===== src/rtl/tmr16_pkg.sv =====
package tmr16_pkg;

   typedef enum logic [1:0] {
      TM_RELOAD  = 2'd0,
      TM_EVENT   = 2'd1,
      TM_CAPTURE = 2'd2,
      TM_IDLE    = 2'd3
   } tmr_mode_e;

endpackage


===== src/rtl/tmr16_edge.sv =====
module tmr16_edge #(
   parameter int SYNC = 2
) (
   input  logic clk,
   input  logic rst_n,
   input  logic pin_in,
   input  logic fall_sel,
   output logic edge_o
);
   generate
      if (SYNC < 2) begin : g_bad
         $error("tmr16_edge: SYNC must be at least 2");
      end
   endgenerate

   // sh[SYNC-1] is the synchronised pin, sh[SYNC] its previous value
   logic [SYNC:0] sh;

   always_ff @(posedge clk or negedge rst_n) begin
      if (!rst_n) sh <= '0;
      else        sh <= {sh[SYNC-1:0], pin_in};
   end

   assign edge_o = fall_sel ? (~sh[SYNC-1] &  sh[SYNC])
                            : ( sh[SYNC-1] & ~sh[SYNC]);
endmodule


===== src/rtl/tmr16_bytereg.sv =====
module tmr16_bytereg #(
   parameter int W    = 16,
   parameter int BYTE = 8,
   localparam int NB  = W / BYTE
) (
   input  logic            clk,
   input  logic            rst_n,
   input  logic [NB-1:0]   byte_we,
   input  logic [BYTE-1:0] wdata,
   input  logic            load,
   input  logic [W-1:0]    load_val,
   output logic [W-1:0]    q
);
   // a bus write on a lane wins over a load on that lane
   for (genvar i = 0; i < NB; i++) begin : g_lane
      logic [BYTE-1:0] r;
      always_ff @(posedge clk or negedge rst_n) begin
         if (!rst_n)          r <= '0;
         else if (byte_we[i]) r <= wdata;
         else if (load)       r <= load_val[i*BYTE +: BYTE];
      end
      assign q[i*BYTE +: BYTE] = r;
   end
endmodule


===== src/rtl/tmr16_ctrl.sv =====
module tmr16_ctrl
   import tmr16_pkg::*;
#(
   parameter int W = 16
) (
   input  logic         clk,
   input  logic         rst_n,
   input  logic         tick,
   input  logic         run,
   input  logic [1:0]   mode,
   input  logic         tog_en,
   input  logic         irq_en,
   input  logic         edge_ev,
   input  logic         cnt_wr,
   input  logic [W-1:0] cnt_q,
   input  logic [W-1:0] hold_q,
   output logic         cnt_load,
   output logic [W-1:0] cnt_next,
   output logic         cap_load,
   output logic         pin_out,
   output logic         pend_pulse
);
   tmr_mode_e md;
   logic      ev_held, ev, pin_mode, periodic, count_en, refill;

   assign md       = tmr_mode_e'(mode);
   assign pin_mode = (md == TM_EVENT) || (md == TM_CAPTURE);
   assign periodic = (md == TM_RELOAD) || (md == TM_CAPTURE);
   assign ev       = edge_ev | ev_held;

   // keep one pending edge until the next ticked cycle
   always_ff @(posedge clk or negedge rst_n) begin
      if (!rst_n)                          ev_held <= 1'b0;
      else if (!run || tick)               ev_held <= 1'b0;
      else if (edge_ev && pin_mode)        ev_held <= 1'b1;
   end

   assign count_en = run && tick && (periodic || (md == TM_EVENT && ev));
   assign cnt_load = count_en && !cnt_wr;
   assign refill   = cnt_load && (cnt_q == '0) &&
                     (md == TM_RELOAD || md == TM_EVENT);
   assign cnt_next = refill ? hold_q : (cnt_q - W'(1));
   assign cap_load = run && tick && (md == TM_CAPTURE) && ev;

   always_ff @(posedge clk or negedge rst_n) begin
      if (!rst_n) begin
         pin_out    <= 1'b0;
         pend_pulse <= 1'b0;
      end else begin
         if (refill && tog_en) pin_out <= ~pin_out;
         pend_pulse <= irq_en && (refill || cap_load);
      end
   end
endmodule


===== src/rtl/tmr16_timer.sv =====
module tmr16_timer #(
   parameter int W    = 16,
   parameter int BYTE = 8,
   parameter int SYNC = 2,
   localparam int NB     = W / BYTE,
   localparam int ADDR_W = $clog2(2 * NB)
) (
   input  logic              clk,
   input  logic              rst_n,
   input  logic              tick,
   input  logic              run,
   input  logic [1:0]        mode,
   input  logic              edge_fall,
   input  logic              tog_en,
   input  logic              irq_en,
   input  logic              wr_en,
   input  logic [ADDR_W-1:0] wr_addr,
   input  logic [BYTE-1:0]   wr_data,
   input  logic [ADDR_W-1:0] rd_addr,
   output logic [BYTE-1:0]   rd_data,
   input  logic              pin_in,
   output logic              pin_out,
   output logic              pend_pulse
);
   generate
      if ((W % BYTE) != 0) begin : g_bad_w
         $error("tmr16_timer: W must be a multiple of BYTE");
      end
      if ((1 << ADDR_W) != 2 * NB) begin : g_bad_nb
         $error("tmr16_timer: W/BYTE must be a power of two");
      end
   endgenerate

   logic [NB-1:0] cnt_we, hold_we;
   logic [W-1:0]  cnt_q, hold_q, cnt_next;
   logic          cnt_load, cap_load, edge_ev;

   for (genvar i = 0; i < NB; i++) begin : g_dec
      assign cnt_we[i]  = wr_en && (wr_addr == ADDR_W'(i));
      assign hold_we[i] = wr_en && (wr_addr == ADDR_W'(NB + i));
   end

   tmr16_edge #(.SYNC(SYNC)) u_edge (
      .clk(clk), .rst_n(rst_n), .pin_in(pin_in),
      .fall_sel(edge_fall), .edge_o(edge_ev)
   );

   tmr16_ctrl #(.W(W)) u_ctrl (
      .clk(clk), .rst_n(rst_n), .tick(tick), .run(run), .mode(mode),
      .tog_en(tog_en), .irq_en(irq_en), .edge_ev(edge_ev),
      .cnt_wr(|cnt_we), .cnt_q(cnt_q), .hold_q(hold_q),
      .cnt_load(cnt_load), .cnt_next(cnt_next), .cap_load(cap_load),
      .pin_out(pin_out), .pend_pulse(pend_pulse)
   );

   tmr16_bytereg #(.W(W), .BYTE(BYTE)) u_cnt (
      .clk(clk), .rst_n(rst_n), .byte_we(cnt_we), .wdata(wr_data),
      .load(cnt_load), .load_val(cnt_next), .q(cnt_q)
   );

   tmr16_bytereg #(.W(W), .BYTE(BYTE)) u_hold (
      .clk(clk), .rst_n(rst_n), .byte_we(hold_we), .wdata(wr_data),
      .load(cap_load), .load_val(cnt_q), .q(hold_q)
   );

   logic [2*NB-1:0][BYTE-1:0] rd_bank;
   assign rd_bank = {hold_q, cnt_q};
   assign rd_data = rd_bank[rd_addr];
endmodule


===== config.mk =====
export PLATFORM = sky130hd
export DESIGN_NAME = tmr16_timer
export DESIGN_NICKNAME = d
export VERILOG_FILES = /design/src/rtl/tmr16_pkg.sv /design/src/rtl/tmr16_edge.sv /design/src/rtl/tmr16_bytereg.sv /design/src/rtl/tmr16_ctrl.sv /design/src/rtl/tmr16_timer.sv
export SDC_FILE = /design/constraint.sdc
export NUM_CORES = 1
export LEC_CHECK = 0
export BUFFER_PORTS_ARGS = -buffer_cell sky130_fd_sc_hd__buf_2
export CORE_MARGIN = 3
export CORE_UTILIZATION = 55
export DETAILED_ROUTE_END_ITERATION = 7
export PLACE_DENSITY_LB_ADDON = 0.15
export SETUP_SLACK_MARGIN = 0.15
export SLEW_MARGIN = 25
export SYNTH_ARGS = -nofsm -noshare
export SYNTH_HDL_FRONTEND = slang
export SYNTH_HIERARCHICAL = 1
export SYNTH_SLANG_ARGS = --single-unit

===== constraint.sdc =====
create_clock -name clk -period 3.4 [get_ports clk]
set_input_delay 0.17 -clock clk [delete_from_list [all_inputs] [get_ports clk]]
set_output_delay 0.17 -clock clk [all_outputs]
set_load 0.05 [all_outputs]

==> summary.txt, run 1 <==
run status = complete, but fails checks
violations in the final reports = negative hold slack
post-cts resize count = 0
number of placed I/O pins = 33
highest routing layer actually used = met4
number of hold-repair buffers added at the cts stage = 1
Floorplan Core Area = 0.00444 mm²
Design Power = 1.65 mW
overall fraction of global-route tracks in use = 22.6%
length of routed met2 wiring = 2680 µm
remaining antenna violation count = 0
Post-Place Cell Area = 0.00275 mm²
Crit Path Category = reg2reg
number of antenna violations at the first check in global routing = 0
first-pass GRT wire length = 9340 µm
number of iterations in the first detailed-routing pass = 4
maximum clock path buffer count = 2
worst-case setup slack after placement = 727 ps
setup TNS = 0 ps
proportion of power drawn by the clock network = 19.7%
arrival time at the worst endpoint = 2810 ps
Net Count, Synth = 268
switching power share of the total = 38.1%
critical path data required time = 3540 ps
die footprint = 0.00555 mm²
top-area cell type share of the netlist area = 36.9%
routed vias/inst = 5.82
Max transition margin = 43.8%
worst reg2reg startpoint = u_cnt/g_lane[0].r[2]
startpoint type of the worst setup path = flop
max-cap violation count = 0
most instantiated library cell after synthesis = sky130_fd_sc_hd__dfrtp_1
biggest cell delay along the critical path = 560 ps
Final #Nets = 303
Horiz. Die Dim = 74.5 µm
cell types occupying the most area after synthesis = sky130_fd_sc_hd__dfrtp_1 (37%), sky130_fd_sc_hd__mux2i_1 (13%), sky130_fd_sc_hd__mux4_2 (7.0%)
count of flip-flops with a built-in enable after synthesis = 0
maximum clock rate = 375 MHz
share of the core filled with cells in the final layout = 64.3%
Starting Density = 58.0%
Pleak = 1.20 nW
critical path's slowest cell = sky130_fd_sc_hd__or4_4
RSZ-0062 raised after global routing = no
diodes inserted = 0
pin count of the biggest net entering global routing = 39
die height = 74.5 µm
Final Cell Area = 0.00286 mm²
crit path buf inv count = 0
highest fanout seen on the critical path = 14
final count of pins violating max slew = 0
post-DP HPWL = 3940 µm
number of buffers added by the clock tree synthesis step = 5
top cells by count, synth = sky130_fd_sc_hd__dfrtp_1 (38), sky130_fd_sc_hd__nand2_1 (35), sky130_fd_sc_hd__mux2i_1 (33)
worst voltage drop across the vdd grid = 0.298 mV
FFs w/ async S/R, synth = 100%
layout-stage area growth over the synthesis result = 10.9%
Synthesis Warnings = 6
Pwr per Cell Area = 576 mW/mm²
CTS tree = yes
count of H-tree levels built during CTS = 2
largest area contributor in the synthesized netlist = sky130_fd_sc_hd__dfrtp_1
proportion of synthesized chip area in sequential cells = 36.9%
final weighted congestion of routability-driven global placement = 0.806
ordered list of cells on the worst path = or4_4 > nor4_4 > nand3_2 > mux2_1 > mux2i_1 > o21ai_0
Tightest Pin Transition = 843 ps
post-route worst setup slack = 731 ps
vias in the first global route = 1855
clock tree skew after final layout = 4.25 ps
Mapped Area = 0.00258 mm²
synthesized flop and latch total = 38
Met3 Wirelength = 368 µm
hold_ws = -25.8 ps
final routed wirelength across all metal layers = 5650 µm
min-delay worst type = in2async
length of routed wiring on met1 = 2560 µm
layout cell share with drive strength beyond 1 = 25.0%
number of clock sinks = 38
number of distinct library cells after synthesis = 36
number of cells produced by synthesis = 240
Int Pwr = 1.02 mW
clock-pin slew of the registers on the worst-case setup and hold paths = 80 ps
number of standard-cell rows in the floorplan = 24
capturing element type of the critical path = flop
global-route congestion overflow total = 0
top_reg_cell synth = sky130_fd_sc_hd__dfrtp_1
count of vias placed by the detailed router = 1909
sequential fraction of design power = 42.0%
part of the total power dissipated in combinational logic = 38.3%
Port-buffer cells = 32
time the final worst path needs with I/O delays and setup = 2670 ps
wire length per cell after detailed routing = 17.2 µm
mean area per synthesized cell = 10.7 µm²
Hold Fails Final Rpt = 38
starting DRC count in detailed routing = 124
count of endpoints failing setup in the final report = 0
clock insertion delay at the later pin of the skew report = 290 ps
detailed-route DRC error count = 0
Clock Tree Root = sky130_fd_sc_hd__clkbuf_8
number of buffers inserted to repair setup after CTS = 0
net switching power = 0.627 mW
fraction of the cycle the final worst path needs = 78.5%
Worst Setup SP = u_cnt/g_lane[0].r[2]
Top delay family on crit path = simple AND/OR/NAND/NOR gates
-- layer usage --
metal	up-vias	global-route usage (%)
li1	936	-
met1	914	32.1
met2	54	35.5
met3	5	4.46
met4	0	5.53
met5	-	0
-- placed cells by master (no fill, tap or decap), types with 5 or more instances in the layout --
cell                       instances
sky130_fd_sc_hd__dfrtp_1          38
sky130_fd_sc_hd__nand2_1          35
sky130_fd_sc_hd__mux2i_1          33
sky130_fd_sc_hd__buf_2            32
sky130_fd_sc_hd__o21ai_1          22
sky130_fd_sc_hd__o21ai_0          12
sky130_fd_sc_hd__xnor2_1          12
sky130_fd_sc_hd__mux2_4           10
sky130_fd_sc_hd__mux4_2            8
sky130_fd_sc_hd__clkbuf_8          6
sky130_fd_sc_hd__buf_4             6
sky130_fd_sc_hd__inv_1             5
sky130_fd_sc_hd__nor2_1            5
sky130_fd_sc_hd__mux2_1            5
sky130_fd_sc_hd__ha_1              5
-- power groups by stage --
stage | Clock, mW | Combinational [mW] | Sequential (mW)
floorplan | 0 | 0.504 | 0.653
global placement | 0 | 0.622 | 0.694
detailed placement | 0 | 0.629 | 0.699
CTS | 0.332 | 0.633 | 0.689
global route | 0.360 | 0.690 | 0.708
finish | 0.324 | 0.631 | 0.691
-- worst paths after layout --
kind / to / slack [ps] / depth (start not counted)
worst max register to register: u_cnt/g_lane[0].r[4] / 730 / 6
worst min register to register: u_edge/sh[1] / 350 / 0
min in group clk: u_ctrl/ev_held / 60 / 2
max in group asynchronous: u_hold/g_lane[1].r[3] / 2890 / 1
worst max-delay path: u_cnt/g_lane[0].r[4] / 730 / 6
worst min-delay path: u_hold/g_lane[1].r[6] / -30 / 1
-- per-stage QoR --
stage / hold slack, ps / instances
floorplan: -126 / 240
finish: -25.8 / 328
global placement: 278 / 319
CTS: 10.5 / 328
detailed placement: 280 / 319
global route: 36.5 / 328
-- sequential cells by signal, indices dropped and copies added, names as in the netlist --
register,flops
u_ctrl/pend_pulse,1
u_ctrl/ev_held,1
u_cnt/g_lane.r,16
u_ctrl/pin_out,1
u_hold/g_lane.r,16
u_edge/sh,3
-- worst reg2reg max path, cell delays in order (launching register included) --
cell and delay [ps]:
sky130_fd_sc_hd__dfrtp_1 480, sky130_fd_sc_hd__or4_4 560, sky130_fd_sc_hd__nor4_4 340, sky130_fd_sc_hd__nand3_2 460
sky130_fd_sc_hd__mux2_1 470, sky130_fd_sc_hd__mux2i_1 130, sky130_fd_sc_hd__o21ai_0 90
-- layout make-up --
| cell class | instances | area [µm²] |
|---|---|---|
| Fill cell | 385 | 1590 |
| Multi-Input combinational cell | 186 | 1520 |
| Sequential cell | 38 | 951 |
| Timing Repair Buffer | 39 | 215 |
| Clock buffer | 7 | 86.3 |
| Tap cell | 52 | 65.1 |
| Inverter | 5 | 18.8 |
| Clock inverter | 1 | 5.00 |
-- cell families after synthesis --
logic type | share of synthesized area, %
AO/OA/AOI/OAI | 8.35
XOR/XNOR | 5.09
adder cells (fa/ha/maj) | 2.43
buffers and inverters | 5.00
flip-flops | 36.9
multiplexers | 27.8
AND/OR/NAND/NOR | 14.5
Note: power is estimated with default switching activity, not from simulation.
==> inputs of run 2 (changes only) <==
--- a/config.mk
+++ b/config.mk
@@ -5,6 +5,7 @@
 export SDC_FILE = /design/constraint.sdc
 export NUM_CORES = 1
 export LEC_CHECK = 0
+export ABC_AREA = 1
 export BUFFER_PORTS_ARGS = -buffer_cell sky130_fd_sc_hd__buf_2
 export CORE_MARGIN = 3
 export CORE_UTILIZATION = 55
==> constraint.sdc (replaced) <==
create_clock -name clk -period 2.5 [get_ports clk]
set_input_delay 0.125 -clock clk [delete_from_list [all_inputs] [get_ports clk]]
set_output_delay 0.125 -clock clk [all_outputs]
set_load 0.05 [all_outputs]
==> summary.txt, run 2 <==
count of vias placed by the detailed router = 3400 (+78%)
maximum clock rate = 507 MHz (+35%)
FFs w/ async S/R, synth = 100% (unchanged)
clock insertion delay at the later pin of the skew report = 300 ps (about the same)
Pwr per Cell Area = 1020 mW/mm² (+77%)
Filler Cell Count = 507 (+32%)
fraction of the cycle the final worst path needs = 78.9% (+0.44 points)
number of standard-cell rows in the floorplan = 26 (+8.3%)
switching power share of the total = 49.7% (+12 points)
number of instances in the placed design = 627 (+97%)
top-area cell type share of the netlist area = 36.1% (-0.77 points)
Synthesis Warnings = 6 (unchanged)
ordered list of cells on the worst path = nor2_2 > nand2_1 > nor2_1 > nand2_2 > nor2_4 > nand2_2 > nand2_1 > nand2_1 > nand2_1 > nand2_1 > nand2_1 > nand2_1
run status = complete, no violations
Pleak = 2.10 nW (+75%)
Clock Tree Root = sky130_fd_sc_hd__clkbuf_8
cell types occupying the most area after synthesis = sky130_fd_sc_hd__nand2_1 (36%), sky130_fd_sc_hd__dfrtp_1 (30%), sky130_fd_sc_hd__inv_1 (7.7%)
diodes inserted = 0 (unchanged)
detailed-route DRC error count = 0 (unchanged)
critical path's slowest cell = sky130_fd_sc_hd__dfrtp_1
die footprint = 0.00665 mm² (+20%)
count of endpoints failing setup in the final report = 0 (unchanged)
share of the core filled with cells in the final layout = 65.2% (+0.91 points)
wire length per cell after detailed routing = 14.4 µm (-16%)
number of placed I/O pins = 33 (unchanged)
Hold Fails Final Rpt = 0 (-100%)
worst voltage drop across the vdd grid = 0.590 mV (+98%)
Horiz. Die Dim = 81.6 µm (+9.5%)
count of H-tree levels built during CTS = 2 (unchanged)
part of the total power dissipated in combinational logic = 51.0% (+13 points)
most common cell after layout, fill and taps aside = sky130_fd_sc_hd__nand2_1
layout cell share with drive strength beyond 1 = 13.2% (-12 points)
proportion of power drawn by the clock network = 15.0% (-4.7 points)
number of iterations in the first detailed-routing pass = 5 (+1)
Crit Path Category = reg2reg
top_reg_cell synth = sky130_fd_sc_hd__dfrtp_1
time the final worst path needs with I/O delays and setup = 1970 ps (-696 ps)
non-filler instance count after layout = 637 (+94%)
starting DRC count in detailed routing = 285 (+130%)
Starting Density = 59.2% (+1.2 points)
synthesized flop and latch total = 38 (unchanged)
number of cells produced by synthesis = 530 (+120%)
hold_ws = 11.4 ps (+37.2 ps)
sequential fraction of design power = 33.9% (-8.1 points)
layout-stage area growth over the synthesis result = 10.2%
min-delay worst type = in2reg
global-route congestion overflow total = 0 (unchanged)
max-cap violation count = 0 (unchanged)
mean area per synthesized cell = 5.92 µm² (-45%)
post-DP HPWL = 6560 µm (+67%)
remaining antenna violation count = 0 (unchanged)
CTS tree = yes
first-pass GRT wire length = 15200 µm (+63%)
die height = 81.6 µm (+9.5%)
Mapped Area = 0.00314 mm² (+22%)
final weighted congestion of routability-driven global placement = 1.03 (+28%)
clock tree skew after final layout = 9.53 ps (+5.28 ps)
Tightest Pin Transition = 903 ps (+60.6 ps)
crit-path most repeated cell = sky130_fd_sc_hd__nand2_1
final count of pins violating max slew = 0 (unchanged)
vias in the first global route = 3253 (+75%)
capturing element type of the critical path = flop
maximum clock path buffer count = 2 (unchanged)
Final #Nets = 594 (+96%)
proportion of synthesized chip area in sequential cells = 30.3% (-6.6 points)
setup TNS = 0 ps (unchanged)
overall fraction of global-route tracks in use = 30.3% (+7.7 points)
Port-buffer cells = 32 (unchanged)
FF-to-FF path depth = 12 (+6)
most instantiated library cell after synthesis = sky130_fd_sc_hd__nand2_1
Net Count, Synth = 558 (+110%)
count of flip-flops with a built-in enable after synthesis = 0 (unchanged)
minimum setup slack among reg-to-reg paths = 530 ps (-200 ps)
arrival time at the worst endpoint = 2160 ps (-650 ps)
number of antenna violations at the first check in global routing = 0 (unchanged)
critical path data required time = 2680 ps (-860 ps)
biggest cell delay along the critical path = 500 ps (-60 ps)
pin count of the biggest net entering global routing = 39 (unchanged)
RSZ-0062 raised after global routing = no
Floorplan Core Area = 0.00530 mm² (+19%)
Int Pwr = 1.77 mW (+74%)
net switching power = 1.75 mW (+180%)
top library cells by usage in the layout, fill and taps aside = sky130_fd_sc_hd__nand2_1 (302), sky130_fd_sc_hd__inv_1 (64), sky130_fd_sc_hd__nand3_1 (42)
post-cts resize count = 0 (unchanged)
highest fanout seen on the critical path = 12 (-2)
final routed wirelength across all metal layers = 9200 µm (+63%)
largest area contributor in the synthesized netlist = sky130_fd_sc_hd__nand2_1
hold path cells = 2
number of buffers added by the clock tree synthesis step = 5 (unchanged)
number of distinct library cells after synthesis = 25 (-31%)
Max transition margin = 39.8% (-4.0 points)
clock-pin slew of the registers on the worst-case setup and hold paths = 80 ps (about the same)
startpoint type of the worst setup path = flop
top cells by count, synth = sky130_fd_sc_hd__nand2_1 (302), sky130_fd_sc_hd__inv_1 (64), sky130_fd_sc_hd__nand3_1 (42)
routed vias/inst = 5.34 (-8.3%)
largest registers = u_cnt/g_lane.r (16), u_hold/g_lane.r (16), u_edge/sh (3)
number of clock sinks = 38 (unchanged)
-- run 2: cell types whose count changed after synthesis, sizes merged, moves of 3 or more --
cell	previous run	this run
mux2i	33	0
inv	5	72
nor4	5	0
mux4	8	0
mux2	15	0
nor3b	3	0
nor2	5	34
nand2	35	307
o21ai	35	1
nand2b	3	0
nand3	4	43
xnor2	12	3
-- run 2: what timing repair did --
item,in CTS,in global routing
endpoints found under the hold margin,39,0
hold buffers,2,0
setup endpoints to repair,0,0
setup buffers,0,0
-- run 2: power groups by stage --
stage                     Sequential [mW]  Combinational [mW]  Clock, mW
final                                1.19                1.80      0.529
after detailed placement             1.19                1.76          0
after global placement               1.19                1.73          0
after floorplan                      1.07                1.40          0
after global routing                 1.22                2.08      0.565
after CTS                            1.18                1.77      0.542
-- run 2: through the flow --
| step | power [mW] | setup WS (ps) | area (µm²) |
|---|---|---|---|
| 6_report | 3.52 | 526 | 3460 |
| 5_1_grt | 3.87 | 302 | 3460 |
| 4_1_cts | 3.50 | 576 | 3460 |
| 3_5_place_dp | 2.95 | 493 | 3330 |
| 3_3_place_gp | 2.92 | 555 | 3330 |
| 2_1_floorplan | 2.47 | 935 | 3140 |
-- run 2: worst paths after layout --
path / startpoint / endpoint
setup / recovery: u_cnt/g_lane[0].r[2] / u_cnt/g_lane[1].r[3]
hold / removal: tick / u_ctrl/ev_held
setup reg to reg: u_cnt/g_lane[0].r[2] / u_cnt/g_lane[1].r[3]
hold reg to reg: u_edge/sh[0] / u_edge/sh[1]
max in group asynchronous: rst_n / u_cnt/g_lane[1].r[3]
min in group asynchronous: rst_n / u_ctrl/ev_held
-- run 2: critical path, delay by kind of cell, from the launching register on --
family / cells / cell delay [ps]
AND/OR/NAND/NOR: 12 / 1360
flip-flops: 1 / 500
-- run 2: layer usage --
metal	GRT usage (%)	vias to the layer above	routed length, µm
met3	5.15	30	793
met5	0	-	0
met2	49.6	181	4250
met1	38.9	1537	3850
li1	-	1652	-
met4	13.7	0	309
-- run 2: area by class of cell --
type / count / area (µm²) / area share, %
well taps: 70 / 87.6 / 2.53
clock buffers: 7 / 76.3 / 2.21
clock inverters: 1 / 30.0 / 0.868
multi-input cells: 409 / 1820 / 52.5
repair buffers: 40 / 225 / 6.51
flip-flops and latches: 38 / 951 / 27.5
inverters: 72 / 273 / 7.88
-- run 2: kinds of logic after synthesis --
| group | share of synthesized area (%) |
|---|---|
| DFF | 30.3 |
| and+or+nand+nor | 53.3 |
| buffers and inverters | 11.8 |
| xor gates and xnor gates | 1.67 |
| adders and majority gates | 1.99 |
| AOI/OAI and AO/OA | 0.877 |
==> inputs of run 3 (changes only) <==
==> constraint.sdc (replaced) <==
create_clock -name clk -period 1.9 [get_ports clk]
set_input_delay 0.095 -clock clk [delete_from_list [all_inputs] [get_ports clk]]
set_output_delay 0.095 -clock clk [all_outputs]
set_load 0.05 [all_outputs]
==> summary.txt, run 3 (synthesis results as in run 2) <==
die footprint = 0.00665 mm² (unchanged)
vias in the first global route = 3196 (-1.8%)
run status = complete, no violations
critical path's slowest cell = sky130_fd_sc_hd__dfrtp_2
Port-buffer cells = 32 (unchanged)
number of buffers added by the clock tree synthesis step = 5 (unchanged)
starting DRC count in detailed routing = 441 (+55%)
count of endpoints failing setup in the final report = 0 (unchanged)
final weighted congestion of routability-driven global placement = 1.04 (+0.78%)
worst voltage drop across the vdd grid = 0.874 mV (+48%)
post-route worst setup slack = 114 ps (-413 ps)
worst-case setup slack after placement = 99.1 ps (-393 ps)
Tightest Pin Transition = 317 ps (-586 ps)
number of standard-cell rows in the floorplan = 26 (unchanged)
RSZ-0062 raised after global routing = yes
crit path buf inv count = 0 (unchanged)
crit-path most repeated cell = sky130_fd_sc_hd__nand2_1
share of the core filled with cells in the final layout = 70.1% (+4.9 points)
overall fraction of global-route tracks in use = 29.6% (-0.72 points)
layout cell share with drive strength beyond 1 = 20.8% (+7.6 points)
max-cap violation count = 0 (unchanged)
Hold Fails Final Rpt = 0 (unchanged)
most common cell after layout, fill and taps aside = sky130_fd_sc_hd__nand2_1
critical path data required time = 2080 ps (-600 ps)
detailed-route DRC error count = 0 (unchanged)
Top delay family on crit path = simple AND/OR/NAND/NOR gates
clock insertion delay at the later pin of the skew report = 290 ps (about the same)
final count of pins violating max slew = 0 (unchanged)
Post-Place Cell Area = 0.00342 mm² (+2.7%)
Worst Setup SP = u_cnt/g_lane[0].r[5]
ordered list of cells on the worst path = nor2_2 > nand2_2 > nor2_2 > nand2_2 > nor2_4 > nand2_2 > nand2_1 > nand2_1 > nand2_1 > nand2_1 > nand2_1 > nand2_1
count of H-tree levels built during CTS = 2 (unchanged)
Filler Cell Count = 490 (-3.4%)
worst reg2reg startpoint = u_cnt/g_lane[0].r[5]
number of antenna violations at the first check in global routing = 0 (unchanged)
clock tree skew after final layout = 7.23 ps (-2.30 ps)
min-delay worst type = in2reg
global-route congestion overflow total = 0 (unchanged)
wire length per cell after detailed routing = 14.7 µm (+1.9%)
count of vias placed by the detailed router = 3580 (+5.3%)
Pwr per Cell Area = 1310 mW/mm² (+29%)
post-DP HPWL = 6830 µm (+4.1%)
number of clock sinks = 38 (unchanged)
final routed wirelength across all metal layers = 9730 µm (+5.7%)
die height = 81.6 µm (unchanged)
largest registers = u_cnt/g_lane.r (16), u_hold/g_lane.r (16), u_edge/sh (3)
Max transition margin = 78.8% (+39 points)
setup TNS = 0 ps (unchanged)
fraction of the cycle the final worst path needs = 94.0% (+15 points)
startpoint type of the worst setup path = flop
number of iterations in the first detailed-routing pass = 7 (+2)
capturing element type of the critical path = flop
diodes inserted = 0 (unchanged)
Clock Tree Root = sky130_fd_sc_hd__clkbuf_8
Crit Path Category = reg2reg
launch point of the worst hold path = irq_en
Pleak = 2.22 nW (+5.3%)
Design Power = 4.88 mW (+39%)
Horiz. Die Dim = 81.6 µm (unchanged)
highest fanout seen on the critical path = 6 (-6)
Floorplan Core Area = 0.00530 mm² (unchanged)
routed vias/inst = 5.42 (+1.5%)
first-pass GRT wire length = 14900 µm (-2.0%)
top library cells by usage in the layout, fill and taps aside = sky130_fd_sc_hd__nand2_1 (295), sky130_fd_sc_hd__inv_1 (62), sky130_fd_sc_hd__nand3_1 (37)
clock-pin slew of the registers on the worst-case setup and hold paths = 70 ps (about the same)
Final #Nets = 618 (+4.0%)
biggest cell delay along the critical path = 480 ps (-20 ps)
maximum clock rate = 560 MHz (+10%)
remaining antenna violation count = 0 (unchanged)
minimum setup slack among reg-to-reg paths = 110 ps (-410 ps)
pin count of the biggest net entering global routing = 18 (-54%)
arrival time at the worst endpoint = 1960 ps (-200 ps)
time the final worst path needs with I/O delays and setup = 1790 ps (-187 ps)
maximum clock path buffer count = 2 (unchanged)
CTS tree = yes
number of placed I/O pins = 33 (unchanged)
Final Cell Area = 0.00372 mm² (+7.5%)
layout-stage area growth over the synthesis result = 18.4%
Starting Density = 59.2% (unchanged)
==> run 3: worst reg2reg max path, delay by kind of cell, from the launching register on <==
kind	cells	cell delay [ps]
flops	1	480
simple gates	12	1210
==> run 3: cell type report <==
type,count,area (µm²),share of cell area (%)
multi-input combinational,411,1900,51.2
tap,70,87.6,2.36
clock buffer,7,86.3,2.32
timing repair buffer,62,400,10.8
inverter,72,278,7.47
sequential,38,958,25.8
clock inverter,1,5.00,0.135
==> run 3: worst paths after layout <==
kind,endpoint,depth (start not counted)
min reg2reg,u_edge/sh[1],0
max reg2reg,u_cnt/g_lane[0].r[5],12
max in group asynchronous,u_cnt/g_lane[0].r[5],3
min,u_ctrl/pend_pulse,2
max,u_cnt/g_lane[0].r[5],12
min in group asynchronous,u_edge/sh[2],2
==> run 3: metrics by stage <==
stage / hold WS [ps] / instances
detailed placement: -1.94 / 639
global route: 54.3 / 661
global placement: -5.64 / 639
CTS: 43.2 / 650
floorplan: -201 / 530
finish: 56.6 / 661
==> run 3: timing repair <==
item | CTS | global route
gates resized for setup | 1 | 31
pin swaps | 0 | 22
hold buffers | 3 | 0
gates cloned | 0 | 3
endpoints found under the hold margin | 13 | 0
endpoints found under the setup margin | 5 | 16
setup buffers | 0 | 8
==> run 3: power by group <==
group	leakage, nW	internal [mW]	switching (mW)
clock	0.0482	0.293	0.289
combinational	1.68	1.03	1.78
sequential	0.484	1.10	0.390
total	2.22	2.42	2.46
==> run 3: metal layers <==
metal  global-route usage (%)  part of all wire (%)  routed length [µm]
met5                        0                     0                   0
met4                     12.2                   4.1                 396
met3                     5.15                    10                 970
met2                     49.3                    47                4560
met1                     37.7                    39                3800
